`config.mk`:
```
export PLATFORM = sky130hd
export DESIGN_NAME = eeprom_byte_ctrl
export DESIGN_NICKNAME = d
export VERILOG_FILES = /design/src/rtl/eebc_pkg.sv /design/src/rtl/eebc_bit_engine.sv /design/src/rtl/eebc_byte_seq.sv /design/src/rtl/eeprom_byte_ctrl.sv
export SDC_FILE = /design/constraint.sdc
export NUM_CORES = 1
export LEC_CHECK = 0
export BUFFER_PORTS_ARGS = -buffer_cell sky130_fd_sc_hd__buf_4
export CORE_MARGIN = 3
export CORE_UTILIZATION = 60
export CTS_CLUSTER_SIZE = 10
export DETAILED_ROUTE_END_ITERATION = 10
export HOLD_SLACK_MARGIN = 0.05
export PLACE_DENSITY_LB_ADDON = 0.3
export RECOVER_POWER = 50
export SKIP_LAST_GASP = 1
export SYNTH_ARGS = -nofsm -noshare
export SYNTH_HDL_FRONTEND = slang
export SYNTH_SLANG_ARGS = --single-unit
```
`constraint.sdc`:
```
create_clock -name clk -period 3.4 [get_ports clk]
set_input_delay 0.68 -clock clk [delete_from_list [all_inputs] [get_ports clk]]
set_output_delay 0.68 -clock clk [all_outputs]
set_load 0.02 [all_outputs]
```
`src/rtl/eebc_pkg.sv`:
```
package eebc_pkg;
    typedef enum logic [1:0] {BC_START, BC_STOP, BC_WR, BC_RD} bitcmd_e;
    typedef enum logic [1:0] {OP_START, OP_STOP, OP_TX, OP_RX} byteop_e;
    typedef enum logic [3:0] {
        S_IDLE, S_START, S_DEVW, S_AHI, S_ALO, S_WDATA,
        S_RSTART, S_DEVR, S_RDATA, S_STOP
    } xfer_e;

    localparam logic [7:0] REG_ALO  = 8'hAC;
    localparam logic [7:0] REG_AHI  = 8'hAD;
    localparam logic [7:0] REG_DATA = 8'hB0;
    localparam logic [7:0] REG_CTRL = 8'hB1;
    localparam logic [7:0] REG_STAT = 8'hB2;

    localparam int CB_SEQ    = 0;
    localparam int CB_PAGE   = 1;
    localparam int CB_RELOAD = 3;
    localparam int CB_TWO    = 5;
    localparam int CB_WR     = 6;
    localparam int CB_EN     = 7;
endpackage

```
`src/rtl/eebc_bit_engine.sv`:
```
module eebc_bit_engine
    import eebc_pkg::*;
#(
    parameter int DIV = 4
) (
    input  logic    clk,
    input  logic    rst_n,
    input  logic    go,
    input  bitcmd_e cmd,
    input  logic    din,
    input  logic    sda_in,
    output logic    done,
    output logic    dout,
    output logic    cond_active,
    output logic    scl_oe,
    output logic    sda_oe
);
    localparam int CW = $clog2(DIV + 1);
    localparam logic [CW-1:0] LAST = CW'(DIV - 1);

    bitcmd_e     cmd_q;
    logic        busy, bit_q, scl_hold, sda_hold, scl_n, sda_n;
    logic [1:0]  ph;
    logic [CW-1:0] cnt;

    always_ff @(posedge clk or negedge rst_n) begin
        if (!rst_n) begin
            busy <= 1'b0; cmd_q <= BC_STOP; bit_q <= 1'b1; ph <= '0; cnt <= '0;
            done <= 1'b0; dout <= 1'b1; scl_hold <= 1'b0; sda_hold <= 1'b0;
        end else begin
            done <= 1'b0;
            if (!busy) begin
                if (go) begin
                    busy <= 1'b1; cmd_q <= cmd; bit_q <= din; ph <= '0; cnt <= '0;
                end
            end else if (cnt == LAST) begin
                cnt <= '0;
                ph  <= ph + 2'd1;
                if (ph == 2'd2 && cmd_q == BC_RD) dout <= sda_in;
                if (ph == 2'd3) begin
                    busy <= 1'b0; done <= 1'b1;
                    scl_hold <= scl_n; sda_hold <= sda_n;
                end
            end else begin
                cnt <= cnt + 1'b1;
            end
        end
    end

    // Line levels per phase; 1 means pull low.
    always_comb begin
        unique case (cmd_q)
            BC_START: begin scl_n = (ph == 2'd3); sda_n = (ph >= 2'd2); end
            BC_STOP:  begin scl_n = (ph == 2'd0); sda_n = (ph <= 2'd1); end
            BC_WR:    begin scl_n = (ph == 2'd0) || (ph == 2'd3); sda_n = ~bit_q; end
            BC_RD:    begin scl_n = (ph == 2'd0) || (ph == 2'd3); sda_n = 1'b0; end
            default:  begin scl_n = 1'b0; sda_n = 1'b0; end
        endcase
    end

    assign scl_oe      = busy ? scl_n : scl_hold;
    assign sda_oe      = busy ? sda_n : sda_hold;
    assign cond_active = busy && (cmd_q == BC_START || cmd_q == BC_STOP);
endmodule

```
`src/rtl/eebc_byte_seq.sv`:
```
module eebc_byte_seq
    import eebc_pkg::*;
(
    input  logic     clk,
    input  logic     rst_n,
    input  logic     go,
    input  byteop_e  op,
    input  logic [7:0] tx_byte,
    input  logic     tx_ackbit,
    output logic     done,
    output logic     nack,
    output logic [7:0] rx_byte,
    output logic     b_go,
    output bitcmd_e  b_cmd,
    output logic     b_din,
    input  logic     b_done,
    input  logic     b_dout
);
    byteop_e    op_q;
    logic       busy, ackbit_q;
    logic [7:0] sh;
    logic [3:0] cnt;

    always_ff @(posedge clk or negedge rst_n) begin
        if (!rst_n) begin
            busy <= 1'b0; op_q <= OP_STOP; sh <= '0; cnt <= '0; ackbit_q <= 1'b1;
            done <= 1'b0; nack <= 1'b0; b_go <= 1'b0; b_cmd <= BC_STOP; b_din <= 1'b1;
        end else begin
            b_go <= 1'b0;
            done <= 1'b0;
            if (!busy) begin
                if (go) begin
                    busy <= 1'b1; op_q <= op; sh <= tx_byte; cnt <= '0;
                    ackbit_q <= tx_ackbit; b_go <= 1'b1; b_din <= tx_byte[7];
                    unique case (op)
                        OP_START: b_cmd <= BC_START;
                        OP_STOP:  b_cmd <= BC_STOP;
                        OP_TX:    b_cmd <= BC_WR;
                        OP_RX:    b_cmd <= BC_RD;
                        default:  b_cmd <= BC_STOP;
                    endcase
                end
            end else if (b_done) begin
                if (op_q == OP_START || op_q == OP_STOP || cnt == 4'd8) begin
                    busy <= 1'b0; done <= 1'b1;
                    if (op_q == OP_TX) nack <= b_dout;
                end else begin
                    cnt  <= cnt + 4'd1;
                    sh   <= {sh[6:0], (op_q == OP_RX) ? b_dout : 1'b0};
                    b_go <= 1'b1;
                    if (cnt == 4'd7) begin
                        b_cmd <= (op_q == OP_TX) ? BC_RD : BC_WR;
                        b_din <= ackbit_q;
                    end else begin
                        b_cmd <= (op_q == OP_TX) ? BC_WR : BC_RD;
                        b_din <= sh[6];
                    end
                end
            end
        end
    end

    assign rx_byte = sh;
endmodule

```
`src/rtl/eeprom_byte_ctrl.sv`:
```
module eeprom_byte_ctrl
    import eebc_pkg::*;
#(
    parameter int         DIV      = 4,
    parameter logic [6:0] DEV_ADDR = 7'b1010000
) (
    input  logic       clk,
    input  logic       rst_n,
    input  logic       host_we,
    input  logic [7:0] host_addr,
    input  logic [7:0] host_wdata,
    output logic [7:0] host_rdata,
    output logic       scl_oe,
    output logic       sda_oe,
    input  logic       sda_in
);
    xfer_e      state, state_nx;
    logic [15:0] addr_q;
    logic [7:0] data_q, ctrl_q, tx_byte, status, seq_rx;
    logic       ack_err, gen_err, rdy_q, go_q, host_idle;
    logic       want_launch, ctrl_legal, ack_fail, tx_state;
    logic       seq_done, seq_nack, b_go, b_din, b_done, b_dout, b_cond;
    byteop_e    op;
    bitcmd_e    b_cmd;

    assign host_idle   = (state == S_IDLE);
    assign ctrl_legal  = ctrl_q[CB_EN] && !ctrl_q[CB_RELOAD] && !ctrl_q[CB_PAGE] && !ctrl_q[CB_SEQ];
    assign want_launch = host_we && host_idle &&
                         (((host_addr == REG_DATA) &&  ctrl_q[CB_WR]) ||
                          ((host_addr == REG_ALO)  && !ctrl_q[CB_WR]));
    assign tx_state    = (state == S_DEVW) || (state == S_AHI) || (state == S_ALO) ||
                         (state == S_WDATA) || (state == S_DEVR);
    assign ack_fail    = seq_done && seq_nack && tx_state;

    // Next-state selection
    always_comb begin
        state_nx = state;
        unique case (state)
            S_IDLE:   if (want_launch && ctrl_legal) state_nx = S_START;
            S_START:  if (seq_done) state_nx = S_DEVW;
            S_DEVW:   if (seq_done) state_nx = seq_nack ? S_STOP : (ctrl_q[CB_TWO] ? S_AHI : S_ALO);
            S_AHI:    if (seq_done) state_nx = seq_nack ? S_STOP : S_ALO;
            S_ALO:    if (seq_done) state_nx = seq_nack ? S_STOP : (ctrl_q[CB_WR] ? S_WDATA : S_RSTART);
            S_WDATA:  if (seq_done) state_nx = S_STOP;
            S_RSTART: if (seq_done) state_nx = S_DEVR;
            S_DEVR:   if (seq_done) state_nx = seq_nack ? S_STOP : S_RDATA;
            S_RDATA:  if (seq_done) state_nx = S_STOP;
            S_STOP:   if (seq_done) state_nx = S_IDLE;
            default:  state_nx = S_IDLE;
        endcase
    end

    // State and register file
    always_ff @(posedge clk or negedge rst_n) begin
        if (!rst_n) begin
            state <= S_IDLE; go_q <= 1'b0; rdy_q <= 1'b1;
            addr_q <= '0; data_q <= '0; ctrl_q <= '0; ack_err <= 1'b0; gen_err <= 1'b0;
        end else begin
            state <= state_nx;
            go_q  <= (state_nx != state) && (state_nx != S_IDLE);
            if (state_nx != state) rdy_q <= (state_nx == S_STOP) || (state_nx == S_IDLE);
            if (host_we && host_idle) begin
                unique case (host_addr)
                    REG_ALO:  addr_q[7:0]  <= host_wdata;
                    REG_AHI:  addr_q[15:8] <= host_wdata;
                    REG_DATA: data_q       <= host_wdata;
                    REG_CTRL: ctrl_q       <= host_wdata;
                    default:  ;
                endcase
            end
            if (want_launch) begin
                ack_err <= 1'b0;
                gen_err <= !ctrl_legal;
            end
            if (ack_fail) ack_err <= 1'b1;
            if (state == S_RDATA && seq_done) data_q <= seq_rx;
        end
    end

    // Outputs: byte operation per state and register read mux
    always_comb begin
        op      = OP_TX;
        tx_byte = 8'h00;
        unique case (state)
            S_START, S_RSTART: op = OP_START;
            S_STOP:            op = OP_STOP;
            S_RDATA:           op = OP_RX;
            S_DEVW:            tx_byte = {DEV_ADDR, 1'b0};
            S_DEVR:            tx_byte = {DEV_ADDR, 1'b1};
            S_AHI:             tx_byte = addr_q[15:8];
            S_ALO:             tx_byte = addr_q[7:0];
            S_WDATA:           tx_byte = data_q;
            default:           ;
        endcase
        status = {4'b0000, gen_err, ack_err, host_idle, rdy_q};
        unique case (host_addr)
            REG_ALO:  host_rdata = addr_q[7:0];
            REG_AHI:  host_rdata = addr_q[15:8];
            REG_DATA: host_rdata = data_q;
            REG_CTRL: host_rdata = ctrl_q;
            REG_STAT: host_rdata = status;
            default:  host_rdata = 8'h00;
        endcase
    end

    eebc_byte_seq seq_i (
        .clk(clk), .rst_n(rst_n), .go(go_q), .op(op), .tx_byte(tx_byte),
        .tx_ackbit(1'b1), .done(seq_done), .nack(seq_nack), .rx_byte(seq_rx),
        .b_go(b_go), .b_cmd(b_cmd), .b_din(b_din), .b_done(b_done), .b_dout(b_dout)
    );

    eebc_bit_engine #(.DIV(DIV)) bit_i (
        .clk(clk), .rst_n(rst_n), .go(b_go), .cmd(b_cmd), .din(b_din), .sda_in(sda_in),
        .done(b_done), .dout(b_dout), .cond_active(b_cond), .scl_oe(scl_oe), .sda_oe(sda_oe)
    );
endmodule

```
==> results of run 1 <==
## sequential cells by signal, indices dropped and copies added (netlist names), 2 cells and up
name,flops
addr_q,16
ctrl_q,8
data_q,8
seq_i.rx_byte,8
seq_i.cnt,4
state,4
bit_i.cnt,3
bit_i.cmd_q,2
bit_i.ph,2
seq_i.b_cmd,2
seq_i.op_q,2
## power by group through the flow
stage	registers (uW)	logic [uW]	clock network, uW
6_report	924	79.2	773
5_1_grt	927	88.9	824
4_1_cts	924	80.8	783
3_5_place_dp	940	80.4	0
3_3_place_gp	939	77.4	0
2_1_floorplan	933	36.0	0
## cell usage after synthesis, types with 5 or more instances
library cell  instances  share of area
nand2b_1              5         0.0078
ha_1                  7          0.022
o21ai_0              12          0.015
a22oi_1              25          0.047
dfstp_2               7          0.046
a21oi_1              26          0.032
nand2_1              53          0.049
mux2_2               30          0.084
dfrtp_1              67           0.42
clkbuf_1              7         0.0065
mux2i_1              19          0.047
nor2b_1               6         0.0093
inv_1                12          0.011
nor2_1               38          0.035
buf_2                 8          0.010
nand3_1               8          0.010
## critical path: stages
cell and delay (ps):
buf_4 100, and3b_1 240, nand3_1 180, nor2_1 580, a22oi_1 140, nand3_1 140, buf_4 150
## kinds of logic after synthesis
kind of cell             share of synthesized area
adder cells (fa/ha/maj)                     0.0218
AO/OA/AOI/OAI                                0.144
flip-flops                                   0.462
AND/OR/NAND/NOR                              0.193
multiplexers                                 0.131
buffers and inverters                       0.0361
XOR/XNOR                                    0.0109
## metal layers
metal / vias up / part of all wire
li1: 1501 / -
met1: 1560 / 0.45
met2: 113 / 0.46
met3: 22 / 0.063
met4: 0 / 0.021
met5: - / 0
## how the worst max path moves through the flow
| stage | startpoint | endpoint | slack (ps) | depth (start not counted) |
|---|---|---|---|---|
| after floorplan | host_addr[6] | host_rdata[1] | 690 | 5 |
| after global placement | host_addr[6] | host_rdata[2] | 620 | 7 |
| after detailed placement | host_addr[6] | host_rdata[2] | 540 | 7 |
| after CTS | host_addr[6] | host_rdata[2] | 530 | 7 |
| after global routing | host_addr[6] | host_rdata[2] | 380 | 7 |
| final | host_addr[6] | host_rdata[2] | 490 | 7 |
## metrics by stage
| step | instances | instance area (um2) | setup slack [ps] | hold WS (ps) | total power, uW |
|---|---|---|---|---|---|
| 2_1_floorplan | 402 | 4020 | 691 | 384 | 969 |
| 6_report | 511 | 4510 | 494 | 466 | 1780 |
| 3_5_place_dp | 495 | 4290 | 535 | 454 | 1020 |
| 3_3_place_gp | 495 | 4290 | 617 | 445 | 1020 |
| 5_1_grt | 511 | 4510 | 380 | 482 | 1840 |
| 4_1_cts | 511 | 4510 | 532 | 467 | 1790 |
## layout make-up
class	instances	area (um2)
multi-input combinational	296	2020
fill	489	1920
sequential	74	1860
timing repair buffer	35	260
clock buffer	14	163
tap	77	96.3
clock inverter	2	60.1
inverter	13	48.8
==> metrics, run 1 <==
Worst R2R Path Depth=4; total CTS buffers=9; final cycle utilization of the critical path=0.855; TNS Setup=0 ps; clock transition at the registers of the reported paths=70 ps; Via density=6.25; DRT iter0 DRCs=267; Async SR Flop Fraction=1.00; Hold Buf Count CTS=0; Comb power frac=0.045; vias in the first global route=3,092; gr busiest metal=met2; fmax=344 MHz; I/O pin cnt=30; First-pass DRT Iterations=5; worst reg2reg setup slack=870 ps; Syn Std Cell Area=4020 um2; I/O Buffers=29; Final setup viols=0; startpoint types=primary input; Psw=382 uW; CTS H-tree lvls=3; synth-to-layout area growth=12.0%; clock group share of total power=0.435; hold path start=seq_i.b_din; Worst R2R End=addr_q[8]; min Tclk post-route=2910 ps; # Max-Cap Violations=1; Core Area=6420 um2; final hold vios=0; M2 GR Usage=0.383; global-route wire length before repair=15,100 um; R2R Path Start=state[1]; Die ar.=7720 um2; Mapped Nets=429; Initial Util=0.627; number of enable flip-flop cells after synthesis=0; clock root cell=clkbuf_8; DRC violations left=0; initial antenna violation count=0; Internal Power=1390 uW; PwrDens=394 nW/um2; Syn Inst Count=402; Final HPWL DP=6380 um; Worst EP required=2720 ps; largest net degree at the start of global routing=75; overall routing resource usage=0.256; commonest cells after routing, fill and taps aside=dfrtp_1, nand2_1, nor2_1; most common cell after layout, fill and taps aside=dfrtp_1; grt ovf=0; worst hold-check path type=reg2reg; Worst-Skew Late Latency=360 ps; VDD IR max=0.000304 V; crit path max fanout=8; Hold Path Depth=2; routed len/inst=17.6 um; Std-Cell Rows=29; max_slew headroom=-0.202; final net count=456; Clock Sink Count=74; Flop pwr share=0.520; Worst EP arrival=2230 ps; register area share after synthesis=0.462; Fin Clk Skew=8.49 ps; Netlist cell types=58; post-CTS resize count=0; RSZ-0062 raised after global routing=no; via count=3,196; M3 GR Usage=0.0536; CTS tree=yes; Worst setup EP type=output port; Hold Path End=bit_i.bit_q; post-CTS setup buffer count=0; Crit Path Class=in2out; ANT cells=0; height of the die=87.9 um; failing checks=capacitance limit, slew limit; final wirelength=8980 um; Die W=87.9 um; met1 usage=0.369; Main synth FF type=dfrtp_1; max-slew violations=75; gpl congestion=0.843; number of nets with antenna violations after routing=0; layout cells sized above 1=0.228; result of the run=finished with violations; Least-Margin Pin Slew=1800 ps; Leak Pwr=0.00219 uW; number of synthesized register bits=74; fin util=0.702; Longest Clk Path Bufs=2; Syn. warnings=0; Sw Ratio=0.215; Syn Area/Cell=10.0 um2
Power figures use the tool's default switching activity.
==> run 2, diff against run 1 <==
Settings changed: GPL_TIMING_DRIVEN from default to 0.
==> metrics, run 2 (synthesis results as in run 1) <==
crit path max fanout=8 (unchanged); First-pass DRT Iterations=5 (unchanged); Psw=384 uW (+0.58%); clock root cell=clkbuf_8; max_slew headroom=-0.201 (+0.000464); overall routing resource usage=0.260 (+0.00432); min Tclk post-route=3160 ps (+253 ps); Comb power frac=0.048 (+0.003); gr busiest metal=met2; initial antenna violation count=0 (unchanged); final cycle utilization of the critical path=0.929 (+0.0744); Leak Pwr=0.00220 uW (+0.63%); Core Area=6420 um2 (unchanged); final hold vios=0 (unchanged); gpl congestion=0.864 (+2.4%); Fin Clk Skew=8.65 ps (+0.159 ps); post-CTS setup buffer count=0 (unchanged); Std-Cell Rows=29 (unchanged); grt ovf=0 (unchanged); critical path's largest stage delay=680 ps (+100 ps); Largest register FFs=16 (unchanged); Flop pwr share=0.561 (+0.041); VDD IR max=0.000319 V (+4.9%); via count=3,345 (+4.7%); TNS Setup=0 ps (unchanged); Worst EP required=2720 ps (about the same); startpoint types=primary input; post-route cell area=4510 um2 (about the same); Final setup viols=0 (unchanged); Die ar.=7720 um2 (unchanged); clock group share of total power=0.391 (-0.044); max-slew violations=75 (unchanged); I/O pin cnt=30 (unchanged); PwrDens=365 nW/um2 (-7.4%); Worst EP arrival=2480 ps (+250 ps); M3 GR Usage=0.0536 (unchanged); Final HPWL DP=6660 um (+4.5%); total CTS buffers=9 (unchanged); Crit Path Class=in2out; Crit-path slowest cell=nor2_1; CTS H-tree lvls=3 (unchanged); ANT cells=0 (unchanged); CTS tree=yes; Worst-Skew Late Latency=350 ps (about the same); final wirelength=9500 um (+5.8%); largest net degree at the start of global routing=75 (unchanged); clock transition at the registers of the reported paths=70 ps (about the same); Clock Sink Count=74 (unchanged); Fin Hold WS=462 ps (-3.48 ps); # Max-Cap Violations=1 (unchanged); failing checks=capacitance limit, slew limit; global-route wire length before repair=15,500 um (+2.9%); met1 usage=0.369 (about the same); I/O Buffers=27 (-6.9%); Longest Clk Path Bufs=2 (unchanged); DRC violations left=0 (unchanged); synth-to-layout area growth=12.0% (about the same); Internal Power=1260 uW (-9.5%); Die W=87.9 um (unchanged); worst hold-check path type=reg2reg; Pwr Total=1650 uW (-7.3%); M2 GR Usage=0.392 (+0.00959); number of nets with antenna violations after routing=0 (unchanged); Initial Util=0.627 (unchanged); result of the run=finished with violations; DRT iter0 DRCs=261 (-2.2%); routed len/inst=18.2 um (+3.5%); Least-Margin Pin Slew=1800 ps (-0.696 ps); crit path cell chain=buf_4, and3b_1, nand4b_1, nor2_1, a22oi_1, nand3_1, buf_4; Worst setup EP type=output port; area post-placement=4320 um2 (+0.85%); cell repeated most along the worst path=buf_4; vias in the first global route=3,214 (+3.9%); layout cells sized above 1=0.234 (+0.00560); RSZ-0062 raised after global routing=no; commonest cells after routing, fill and taps aside=dfrtp_1, nand2_1, nor2_1; Sw Ratio=0.233 (+0.0184); Via density=6.41 (+2.5%); largest reg by FF count=addr_q; final net count=467 (+2.4%); fmax=317 MHz (-8.0%); most common cell after layout, fill and taps aside=dfrtp_1; height of the die=87.9 um (unchanged)
[run 2: changes by cell type in the layout (fill, tap and decap cells not counted), moves of 2 or more]
| cell | previous run | this run |
|---|---|---|
| buf_2 | 0 | 8 |
| buf_4 | 34 | 28 |
| bufinv_16 | 2 | 0 |
| clkbuf_1 | 3 | 9 |
| clkinv_2 | 0 | 2 |
[run 2: area by class of cell]
class / count / area [um2]
Tap cell: 77 / 96.3
Inverter: 13 / 48.8
Buffer: 19 / 96.3
Multi-Input combinational cell: 296 / 2020
Timing Repair Buffer: 27 / 200
Sequential cell: 74 / 1860
Clock buffer: 14 / 173
Fill cell: 492 / 1910
Clock inverter: 2 / 10.0
[run 2: per-stage QoR]
stage | setup WS (ps) | cells | utilization
after global routing | 174 | 522 | 0.702
final | 241 | 522 | 0.702
after floorplan | 691 | 402 | -
after global placement | 58.0 | 506 | 0.673
after detailed placement | 71.9 | 506 | 0.673
after CTS | 48.1 | 522 | 0.702
[run 2: repair_timing]
action	4_1_cts	5_1_grt
gates resized for setup	0	1
setup endpoints to repair	0	8
hold buffers	0	0
[run 2: layer usage]
layer	share of wire	up-vias
met1	0.44	1655
met2	0.47	144
met5	0	-
met3	0.070	22
met4	0.022	0
li1	-	1524
[run 2: final timing paths]
| path | depth (start not counted) | to | slack, ps | start |
|---|---|---|---|---|
| max in group asynchronous | 1 | ctrl_q[3] | 1530 | rst_n |
| min in group asynchronous | 1 | state[0] | 810 | rst_n |
| max | 7 | host_rdata[2] | 240 | host_addr[6] |
| min reg2reg | 2 | bit_i.cmd_q[0] | 460 | seq_i.b_cmd[0] |
| min | 2 | bit_i.cmd_q[0] | 460 | seq_i.b_cmd[0] |
| max reg2reg | 5 | ctrl_q[2] | 1070 | state[0] |
[run 2: power groups by stage]
stage	clock (uW)	sequential [uW]	combinational, uW
after global placement	0	939	75.9
final	644	924	78.5
after CTS	654	923	79.5
after global routing	693	926	86.7
after detailed placement	0	940	79.4
after floorplan	0	933	36.0
[run 2: worst max-delay path, delay by kind of cell]
family | cells | cell delay (ps)
compound gates | 1 | 210
buf+inv | 2 | 250
simple gates | 4 | 1330
==> run 3, diff against run 2 <==
Settings changed: CORE_MARGIN 3 to 4.
==> metrics, run 3 (synthesis results as in run 1) <==
First-pass DRT Iterations=5 (unchanged); Final Non-Filler Cells=522 (unchanged); hold path start=seq_i.b_cmd[0]; Leak Pwr=0.00223 uW (+1.0%); Longest Clk Path Bufs=2 (unchanged); via count=3,283 (-1.9%); Clock Sink Count=74 (unchanged); PwrDens=404 nW/um2 (+11%); final hold vios=0 (unchanged); largest reg by FF count=addr_q; RSZ-0062 raised after global routing=no; crit path cell chain=buf_4, and3b_1, nand4b_1, nor2_1, a22oi_1, nand3_1, buf_4; Critical Path Start=host_addr[6]; clock root cell=clkbuf_8; Final HPWL DP=6610 um (-0.81%); fin util=0.711 (+0.00955); Layout fillers=483 (-1.8%); Crit Path Class=in2out; most common cell after layout, fill and taps aside=dfrtp_1; Hold Path End=bit_i.cmd_q[0]; I/O Buffers=27 (unchanged); total CTS buffers=9 (unchanged); height of the die=89.9 um (+2.3%); final wirelength=9550 um (+0.52%); Final setup viols=0 (unchanged); Die ar.=8080 um2 (+4.6%); Least-Margin Pin Slew=1790 ps (-14.4 ps); Via density=6.29 (-1.9%); final cycle utilization of the critical path=0.915 (-0.0144); max-slew violations=75 (unchanged); Cells after DPL=506 (unchanged); I/O pin cnt=30 (unchanged); Worst EP required=2720 ps (about the same); CTS tree=yes; Worst setup EP type=output port; final net count=467 (unchanged); layout cells sized above 1=0.236 (+0.00225); result of the run=finished with violations; worst reg2reg setup slack=960 ps (-110 ps); crit path max fanout=8 (unchanged); # Max-Cap Violations=1 (unchanged); commonest cells after routing, fill and taps aside=dfrtp_1, nand2_1, nor2_1; global-route wire length before repair=16,200 um (+4.4%); CTS H-tree lvls=3 (unchanged); initial antenna violation count=0 (unchanged); worst hold-check path type=reg2reg; VDD IR max=0.000318 V (-0.38%); overall routing resource usage=0.246 (-0.0135); Worst R2R Path Depth=8 (+3); TNS Setup=0 ps (unchanged); number of nets with antenna violations after routing=0 (unchanged); startpoint types=primary input; ANT cells=0 (unchanged); post-route setup slack=290 ps (+48.9 ps); Place WS=13.5 ps (-58.3 ps); DRT iter0 DRCs=317 (+21%); Die W=89.9 um (+2.3%); synth-to-layout area growth=13.6%; Initial Util=0.627 (unchanged); Largest register FFs=16 (unchanged); Std-Cell Rows=29 (unchanged); Worst EP arrival=2430 ps (-50 ps); max_slew headroom=-0.192 (+0.00958); grt ovf=0 (unchanged); R2R Path Start=state[0]; Fin Clk Skew=11.2 ps (+2.53 ps); Hold Path Depth=2 (unchanged); Worst R2R End=seq_i.b_din; Core Area=6420 um2 (unchanged); cell repeated most along the worst path=buf_4; clock transition at the registers of the reported paths=70 ps (about the same); Worst-Skew Late Latency=360 ps (about the same); largest net degree at the start of global routing=75 (unchanged); DRC violations left=0 (unchanged); critical path's largest stage delay=620 ps (-60 ps); Crit-path slowest cell=nor2_1; Critical path buffers and inverters=2 (unchanged); routed len/inst=18.3 um (+0.52%); gpl congestion=0.931 (+7.8%); Pwr Total=1850 uW (+12%); failing checks=capacitance limit, slew limit; min Tclk post-route=3110 ps (-48.9 ps); crit-path leading delay family=simple AND/OR/NAND/NOR gates; fmax=322 MHz (+1.6%); vias in the first global route=3,231 (+0.53%)
-- run 3: cell count changes in the layout (fill, tap and decap cells not counted), sizes merged --
| cell | previous run | this run |
|---|---|---|
| bufinv | 0 | 3 |
| clkinvlp | 0 | 1 |
| clkbuf | 22 | 19 |
| clkinv | 2 | 1 |
-- run 3: power by group --
group / total, uW / internal [uW] / switching [uW] / leakage, uW
Sequential: 925 / 904 / 21.2 / 0.000941
Clock: 845 / 507 / 339 / 0.000120
Combinational: 78.0 / 34.8 / 43.2 / 0.00117
-- run 3: cell type report --
class                           count  area, um2  share of cell area
Multi-Input combinational cell    296       2020               0.443
Sequential cell                    74       1860               0.407
Timing Repair Buffer               27        200              0.0438
Clock buffer                       11        141              0.0309
Clock inverter                      5        103              0.0225
Buffer                             19       96.3              0.0211
Tap cell                           77       96.3              0.0211
Inverter                           13       48.8              0.0107
-- run 3: per-stage QoR --
stage                     instance area (um2)  hold slack (ps)
after global routing                     4570              480
after global placement                   4320              440
after detailed placement                 4320              448
after floorplan                          4020              384
final                                    4570              453
after CTS                                4570              457
-- run 3: how the worst max path moves through the flow --
stage	endpoint	slack, ps	depth (start not counted)
3_5_place_dp	host_rdata[1]	10	7
6_report	host_rdata[0]	290	7
2_1_floorplan	host_rdata[1]	690	5
5_1_grt	host_rdata[2]	240	7
4_1_cts	host_rdata[1]	50	7
3_3_place_gp	host_rdata[2]	110	7
-- run 3: layer usage --
layer / part of all wire / vias up / global-route usage
met5: 0 / - / 0
li1: - / 1525 / -
met1: 0.44 / 1587 / 0.336
met3: 0.081 / 21 / 0.0743
met2: 0.46 / 150 / 0.380
met4: 0.023 / 0 / 0.0791
-- run 3: what timing repair did --
action	CTS	global route
gates resized for setup	0	1
hold buffers	0	0
endpoints found under the setup margin	0	8
setup buffers	0	0
-- run 3: worst min-delay path: cells and delay by family (launching register included) --
kind | cells | cell delay, ps
and+or+nand+nor | 2 | 90
DFF | 1 | 370
